## src/rtl/rstc_pkg.sv

```systemverilog
package rstc_pkg;

    typedef enum logic [1:0] {
        CAUSE_POR  = 2'd0,
        CAUSE_WDOG = 2'd1,
        CAUSE_CMON = 2'd2,
        CAUSE_EXT  = 2'd3
    } cause_e;

    typedef enum logic [1:0] {
        ST_IDLE  = 2'd0,
        ST_DRIVE = 2'd1,
        ST_WAIT  = 2'd2
    } seq_st_e;

endpackage

```

## src/rtl/rstc_combine.sv

```systemverilog
module rstc_combine (
    input  logic por_n,
    input  logic wdog_trip,
    input  logic wdog_en,
    input  logic cmon_fail,
    input  logic cmon_en,
    input  logic pin_in,
    input  logic seq_busy,
    output logic wdog_hit,
    output logic cmon_hit,
    output logic arst_n
);
    always_comb begin
        wdog_hit = wdog_trip & wdog_en;
        cmon_hit = cmon_fail & cmon_en;
        // Any source pulls the internal reset low without a clock edge.
        arst_n   = por_n & ~cmon_hit & pin_in & ~seq_busy;
    end
endmodule

```

## src/rtl/rstc_sync.sv

```systemverilog
module rstc_sync #(
    parameter int STAGES = 2
) (
    input  logic clk,
    input  logic arst_n,
    output logic rst_n_o
);
    logic [STAGES-1:0] stg_q;
    logic [STAGES-1:0] stg_d;

    always_comb begin
        stg_d = {stg_q[STAGES-2:0], 1'b1};
    end

    generate
        for (genvar i = 0; i < STAGES; i++) begin : g_stage
            always_ff @(posedge clk or negedge arst_n) begin
                if (!arst_n) stg_q[i] <= 1'b0;
                else         stg_q[i] <= stg_d[i];
            end
        end
    endgenerate

    assign rst_n_o = stg_q[STAGES-1];
endmodule

```

## src/rtl/rstc_seq.sv

```systemverilog
module rstc_seq
    import rstc_pkg::*;
#(
    parameter int DRIVE_CYC = 16,
    parameter int WAIT_CYC  = 9
) (
    input  logic   clk,
    input  logic   por_n,
    input  logic   wdog_hit,
    input  logic   cmon_hit,
    input  logic   pin_in,
    output logic   drive,
    output logic   busy,
    output cause_e cause
);
    localparam int CNT_MAX = (DRIVE_CYC > WAIT_CYC) ? DRIVE_CYC : WAIT_CYC;
    localparam int CW      = (CNT_MAX > 1) ? $clog2(CNT_MAX) : 1;
    localparam logic [CW-1:0] DRIVE_LAST = CW'(DRIVE_CYC - 1);
    localparam logic [CW-1:0] WAIT_LAST  = CW'(WAIT_CYC - 1);

    typedef struct packed {
        seq_st_e       st;
        logic [CW-1:0] cnt;
        cause_e        cause;
    } seq_t;

    seq_t r_q, r_d;

    always_comb begin
        r_d = r_q;
        unique case (r_q.st)
            ST_IDLE: begin
                if (cmon_hit) begin
                    r_d.st    = ST_DRIVE;
                    r_d.cnt   = '0;
                    r_d.cause = CAUSE_CMON;
                end else if (wdog_hit) begin
                    r_d.st    = ST_DRIVE;
                    r_d.cnt   = '0;
                    r_d.cause = CAUSE_WDOG;
                end else if (!pin_in) begin
                    r_d.cause = CAUSE_EXT;
                end
            end
            ST_DRIVE: begin
                if (r_q.cnt == DRIVE_LAST) begin
                    r_d.st  = ST_WAIT;
                    r_d.cnt = '0;
                end else begin
                    r_d.cnt = r_q.cnt + 1'b1;
                end
            end
            ST_WAIT: begin
                if (r_q.cnt == WAIT_LAST) begin
                    r_d.st  = ST_IDLE;
                    r_d.cnt = '0;
                    if (!pin_in) r_d.cause = CAUSE_EXT;
                end else begin
                    r_d.cnt = r_q.cnt + 1'b1;
                end
            end
            default: r_d.st = ST_IDLE;
        endcase
    end

    always_ff @(posedge clk or negedge por_n) begin
        if (!por_n) r_q <= '{st: ST_IDLE, cnt: '0, cause: CAUSE_POR};
        else        r_q <= r_d;
    end

    assign drive = (r_q.st == ST_DRIVE);
    assign busy  = (r_q.st != ST_IDLE);
    assign cause = r_q.cause;

    // a pull-down only begins with an internal failure recorded
    a_r2_drive_has_cause: assert property (@(posedge clk) disable iff (!por_n)
        $rose(drive) |-> (cause == CAUSE_WDOG || cause == CAUSE_CMON));

    // the pin check never falls back into the pull-down
    a_r8_no_restart: assert property (@(posedge clk) disable iff (!por_n)
        (r_q.st == ST_WAIT) |=> (r_q.st != ST_DRIVE));

    // the check ends in idle, never straight in another phase
    a_r6_wait_exits_idle: assert property (@(posedge clk) disable iff (!por_n)
        (r_q.st == ST_WAIT && r_q.cnt == WAIT_LAST) |=> (r_q.st == ST_IDLE));
endmodule

```

## src/rtl/rstpin_ctrl.sv

```systemverilog
module rstpin_ctrl
    import rstc_pkg::*;
#(
    parameter int DRIVE_CYC   = 16,
    parameter int WAIT_CYC    = 9,
    parameter int SYNC_STAGES = 2
) (
    input  logic       clk,
    input  logic       por_n,
    input  logic       wdog_trip,
    input  logic       wdog_en,
    input  logic       cmon_fail,
    input  logic       cmon_en,
    input  logic       pin_in,
    output logic       pin_drive,
    output logic       sys_rst_n,
    output logic [1:0] cause
);
    logic   wdog_hit;
    logic   cmon_hit;
    logic   arst_n;
    logic   seq_drive;
    logic   seq_busy;
    cause_e seq_cause;

    rstc_combine u_combine (
        .por_n    (por_n),
        .wdog_trip(wdog_trip),
        .wdog_en  (wdog_en),
        .cmon_fail(cmon_fail),
        .cmon_en  (cmon_en),
        .pin_in   (pin_in),
        .seq_busy (seq_busy),
        .wdog_hit (wdog_hit),
        .cmon_hit (cmon_hit),
        .arst_n   (arst_n)
    );

    rstc_seq #(
        .DRIVE_CYC(DRIVE_CYC),
        .WAIT_CYC (WAIT_CYC)
    ) u_seq (
        .clk     (clk),
        .por_n   (por_n),
        .wdog_hit(wdog_hit),
        .cmon_hit(cmon_hit),
        .pin_in  (pin_in),
        .drive   (seq_drive),
        .busy    (seq_busy),
        .cause   (seq_cause)
    );

    rstc_sync #(
        .STAGES(SYNC_STAGES)
    ) u_sync (
        .clk    (clk),
        .arst_n (arst_n),
        .rst_n_o(sys_rst_n)
    );

    // The alarm path reaches the pin with no clock dependency.
    assign pin_drive = seq_drive | cmon_hit;
    assign cause     = seq_cause;

    // an enabled alarm holds both the pin and the internal reset
    a_r3_cmon_async: assert property (@(posedge clk) disable iff (!por_n)
        cmon_hit |-> (pin_drive && !sys_rst_n));

    // reset leaves only after the sources were clear on the edge before
    a_r7_release_after_clear: assert property (@(posedge clk) disable iff (!por_n)
        $rose(sys_rst_n) |-> $past(arst_n));

    // the internal reset is held for the whole sequence
    a_r2_busy_holds_reset: assert property (@(posedge clk) disable iff (!por_n)
        seq_busy |-> !sys_rst_n);

    // with both enables low nothing starts a pull-down
    a_r4_disabled_quiet: assert property (@(posedge clk) disable iff (!por_n)
        (!wdog_en && !cmon_en && !seq_busy) |=> !pin_drive);
endmodule

```

## config.mk

```make
export PLATFORM = sky130hd
export DESIGN_NAME = rstpin_ctrl
export DESIGN_NICKNAME = d
export VERILOG_FILES = /design/src/rtl/rstc_pkg.sv /design/src/rtl/rstc_combine.sv /design/src/rtl/rstc_sync.sv /design/src/rtl/rstc_seq.sv /design/src/rtl/rstpin_ctrl.sv
export SDC_FILE = /design/constraint.sdc
export NUM_CORES = 1
export LEC_CHECK = 0
export BUFFER_PORTS_ARGS = -buffer_cell sky130_fd_sc_hd__buf_2
export CAP_MARGIN = 10
export CORE_AREA = 2 2 39 41
export CTS_CLUSTER_SIZE = 16
export DETAILED_ROUTE_END_ITERATION = 6
export DIE_AREA = 0 0 41 43
export PLACE_DENSITY = 0.7
export SLEW_MARGIN = 20
export SYNTH_ARGS = -nofsm -noshare
export SYNTH_HDL_FRONTEND = slang
export SYNTH_SLANG_ARGS = --single-unit
```

## constraint.sdc

```tcl
create_clock -name clk -period 0.9 [get_ports clk]
set_input_delay 0.09 -clock clk [delete_from_list [all_inputs] [get_ports clk]]
set_output_delay 0.09 -clock clk [all_outputs]
set_load 0.005 [all_outputs]
```

==> metrics <==
outcome=finished with violations; failing checks=setup timing; Inst Count DP=101; Die Wd=roughly 41 um; max cap viols=0; Synth Register Bits=10; vias in the first global route=541; Pins Over Slew Limit=0; final number of setup-violating endpoints=11; Worst Path Arrival=1.66 ns; Num CTS Buffers=3; Max Clock Skew=~0.0018 ns; Root Driver=clkbuf_4; # IOs=11; drt drc=0; GRT Util Overall=19.9%; Rows=14; commonest cells after routing, fill and taps aside=buf_4 (20), buf_2 (9), dfrtp_1 (9); largest net degree at the start of global routing=10; Gate Count Post-Synth=65; top cell type's share of synthesized area=39.1%; Die Y=roughly 43 um; RSZ-0062 raised after global routing=true; ratio of cells with drive above 1 in the final layout=a little under three fifths; DR pass1 iterations=4; WP data required=1.06 ns; clk buf depth=2; post-layout min period=1.50 ns; setup TNS=-4.82 ns; # fillers=93; Mapped Area=approximately 640 um2; top cells by area, synth=dfrtp_1 (39%), ha_1 (12%), nand2_1 (4.7%); worst reg2reg setup slack=-0.60 ns; Final WS setup=-0.602 ns; total clock sinks=10; Synth area leader=dfrtp_1; period utilization=167%; Cell variety after synth=31; IO Port Bufs=10; dpl hpwl=1040 um; register area share after synthesis=39.1%; Hold WS=between 0.1 and 0.15 ns; # diodes=0; pwr dens=3140 nW/um2; Worst Setup Start Kind=register; final antenna-violating net count=0; achievable frequency=between 600 and 700 MHz; core area=1380 um2; Clock transition at path regs=around 0.070 ns; fin nets=114; Syn Nets=78; Area Growth Syn to Fin=58.0%; CTS tree=done; GPL Wtd Cong=~0.86; wire per inst=between 10 and 15 um; clock latency on the worst-skew pair=0.27 ns; FF-to-FF End=u_seq.r_q[6]; CP max FO=4; antenna violations before repair=0; Worst Hold Class=in2async; remaining global-route overflow=0; Hold Violations, Final=0; reg2reg path depth=6; Avg Cell Area, Syn=9.86 um2; worst flop-to-flop path startpoint=u_seq.r_q[7]; DR vias=611; Static Leak=0.483 nW; most common cell after layout, fill and taps aside=buf_4; Routed WL=1630 um; yosys warns=0; critical path type=reg2reg; die area=1760 um2; final cell count without fillers=116; Initial Util=46.3%; Final Total Pwr=0.00318 W; H-tree depth=1; via/cell ratio=around 5.3; Iter 0 DRT Violations=10; peak supply drop=about 2.0 mV; Critical Path End Type=register; global-route wire length before repair=approximately 2300 um
==> cell usage after synthesis, drive strengths merged <==
master / count
a21o: 1
a21oi: 2
a22o: 1
a31o: 1
a32o: 2
and3: 1
and4: 1
and4b: 1
and4bb: 1
buf: 3
conb: 1
dfrtp: 10
ha: 6
inv: 7
mux2i: 1
nand2: 8
nand2b: 1
nand3: 2
nand3b: 1
nand4bb: 1
nor2: 4
nor3: 1
o21ai: 2
o22a: 2
o22ai: 2
o31ai: 1
or3: 1
==> state kept, by name, indices dropped and copies added (netlist names) <==
register / flops
u_seq.r_q: 6
u_seq.cause: 2
u_sync.rst_n_o: 1
u_sync.stg_d: 1
==> worst max-delay path by stage <==
stage	from	end	slack, ns
4_1_cts	u_seq.r_q[7]	u_seq.r_q[6]	-0.59
6_report	u_seq.r_q[7]	u_seq.r_q[6]	-0.60
3_5_place_dp	u_seq.r_q[7]	u_seq.r_q[6]	-0.62
2_1_floorplan	u_seq.r_q[6]	u_seq.r_q[6]	-0.58
5_1_grt	u_seq.r_q[7]	u_seq.r_q[6]	-0.64
3_3_place_gp	u_seq.r_q[7]	u_seq.r_q[6]	-0.57
==> area by class of cell <==
class                      instances  area, um2  share of cell area [%]
tap                               16       20.0                    1.98
clock buffer                       4       36.3                    3.58
inverter                           7       28.8                    2.84
sequential                        10        251                    24.8
timing repair buffer              34        249                    24.6
multi-input combinational         45        427                    42.2
==> cells by family (layout without fill, tap and decap cells) <==
family | count (synthesis) | after routing | synth area share [%]
adders and majority gates | 6 | 6 | 11.7
DFF | 10 | 10 | 39.1
buffers and inverters | 10 | 45 | 8.20
other | 1 | 1 | 0.585
and+or+nand+nor | 23 | 23 | 22.7
muxes | 1 | 1 | 1.56
AOI/OAI and AO/OA | 14 | 14 | 16.2
==> worst max-delay path: stages (launching register included) <==
cell and delay (ns):
dfrtp_1 0.42, buf_6 0.13, ha_4 0.15, and4b_2 0.29, nor3_4 0.06, buf_4 0.14, o22a_2 0.20
==> report_power, final <==
part | switching [W] | total, W | leakage [nW] | internal (W)
Sequential | 0.000128 | 0.000710 | 0.125 | 0.000582
Combinational | 0.000855 | 0.00206 | 0.337 | 0.00121
Clock | 0.000162 | 0.000408 | 0.0210 | 0.000246
==> metal layers <==
layer  routed length (um)  part of all wire [%]  GRT usage [%]
met5                    0                     0              0
met4                   27                   1.7           10.0
met3                   51                   3.1           7.85
met2                  936                    57           32.2
met1                  616                    38           20.9
==> repair_timing <==
item,CTS,global route
hold endpoints to repair,10,0
resized for setup,9,15
setup endpoints to repair,11,13
setup buffers,3,6
pin swaps,6,18
hold buffers,2,0
==> through the flow <==
stage	worst slack, ns	cell area, um2	utilization, %
global placement	-0.572	782	56.5
detailed placement	-0.625	782	56.5
finish	-0.602	1010	73.1
CTS	-0.589	891	64.4
global route	-0.643	1010	73.1
floorplan	-0.581	641	-
(Power assumes the default switching activity.)
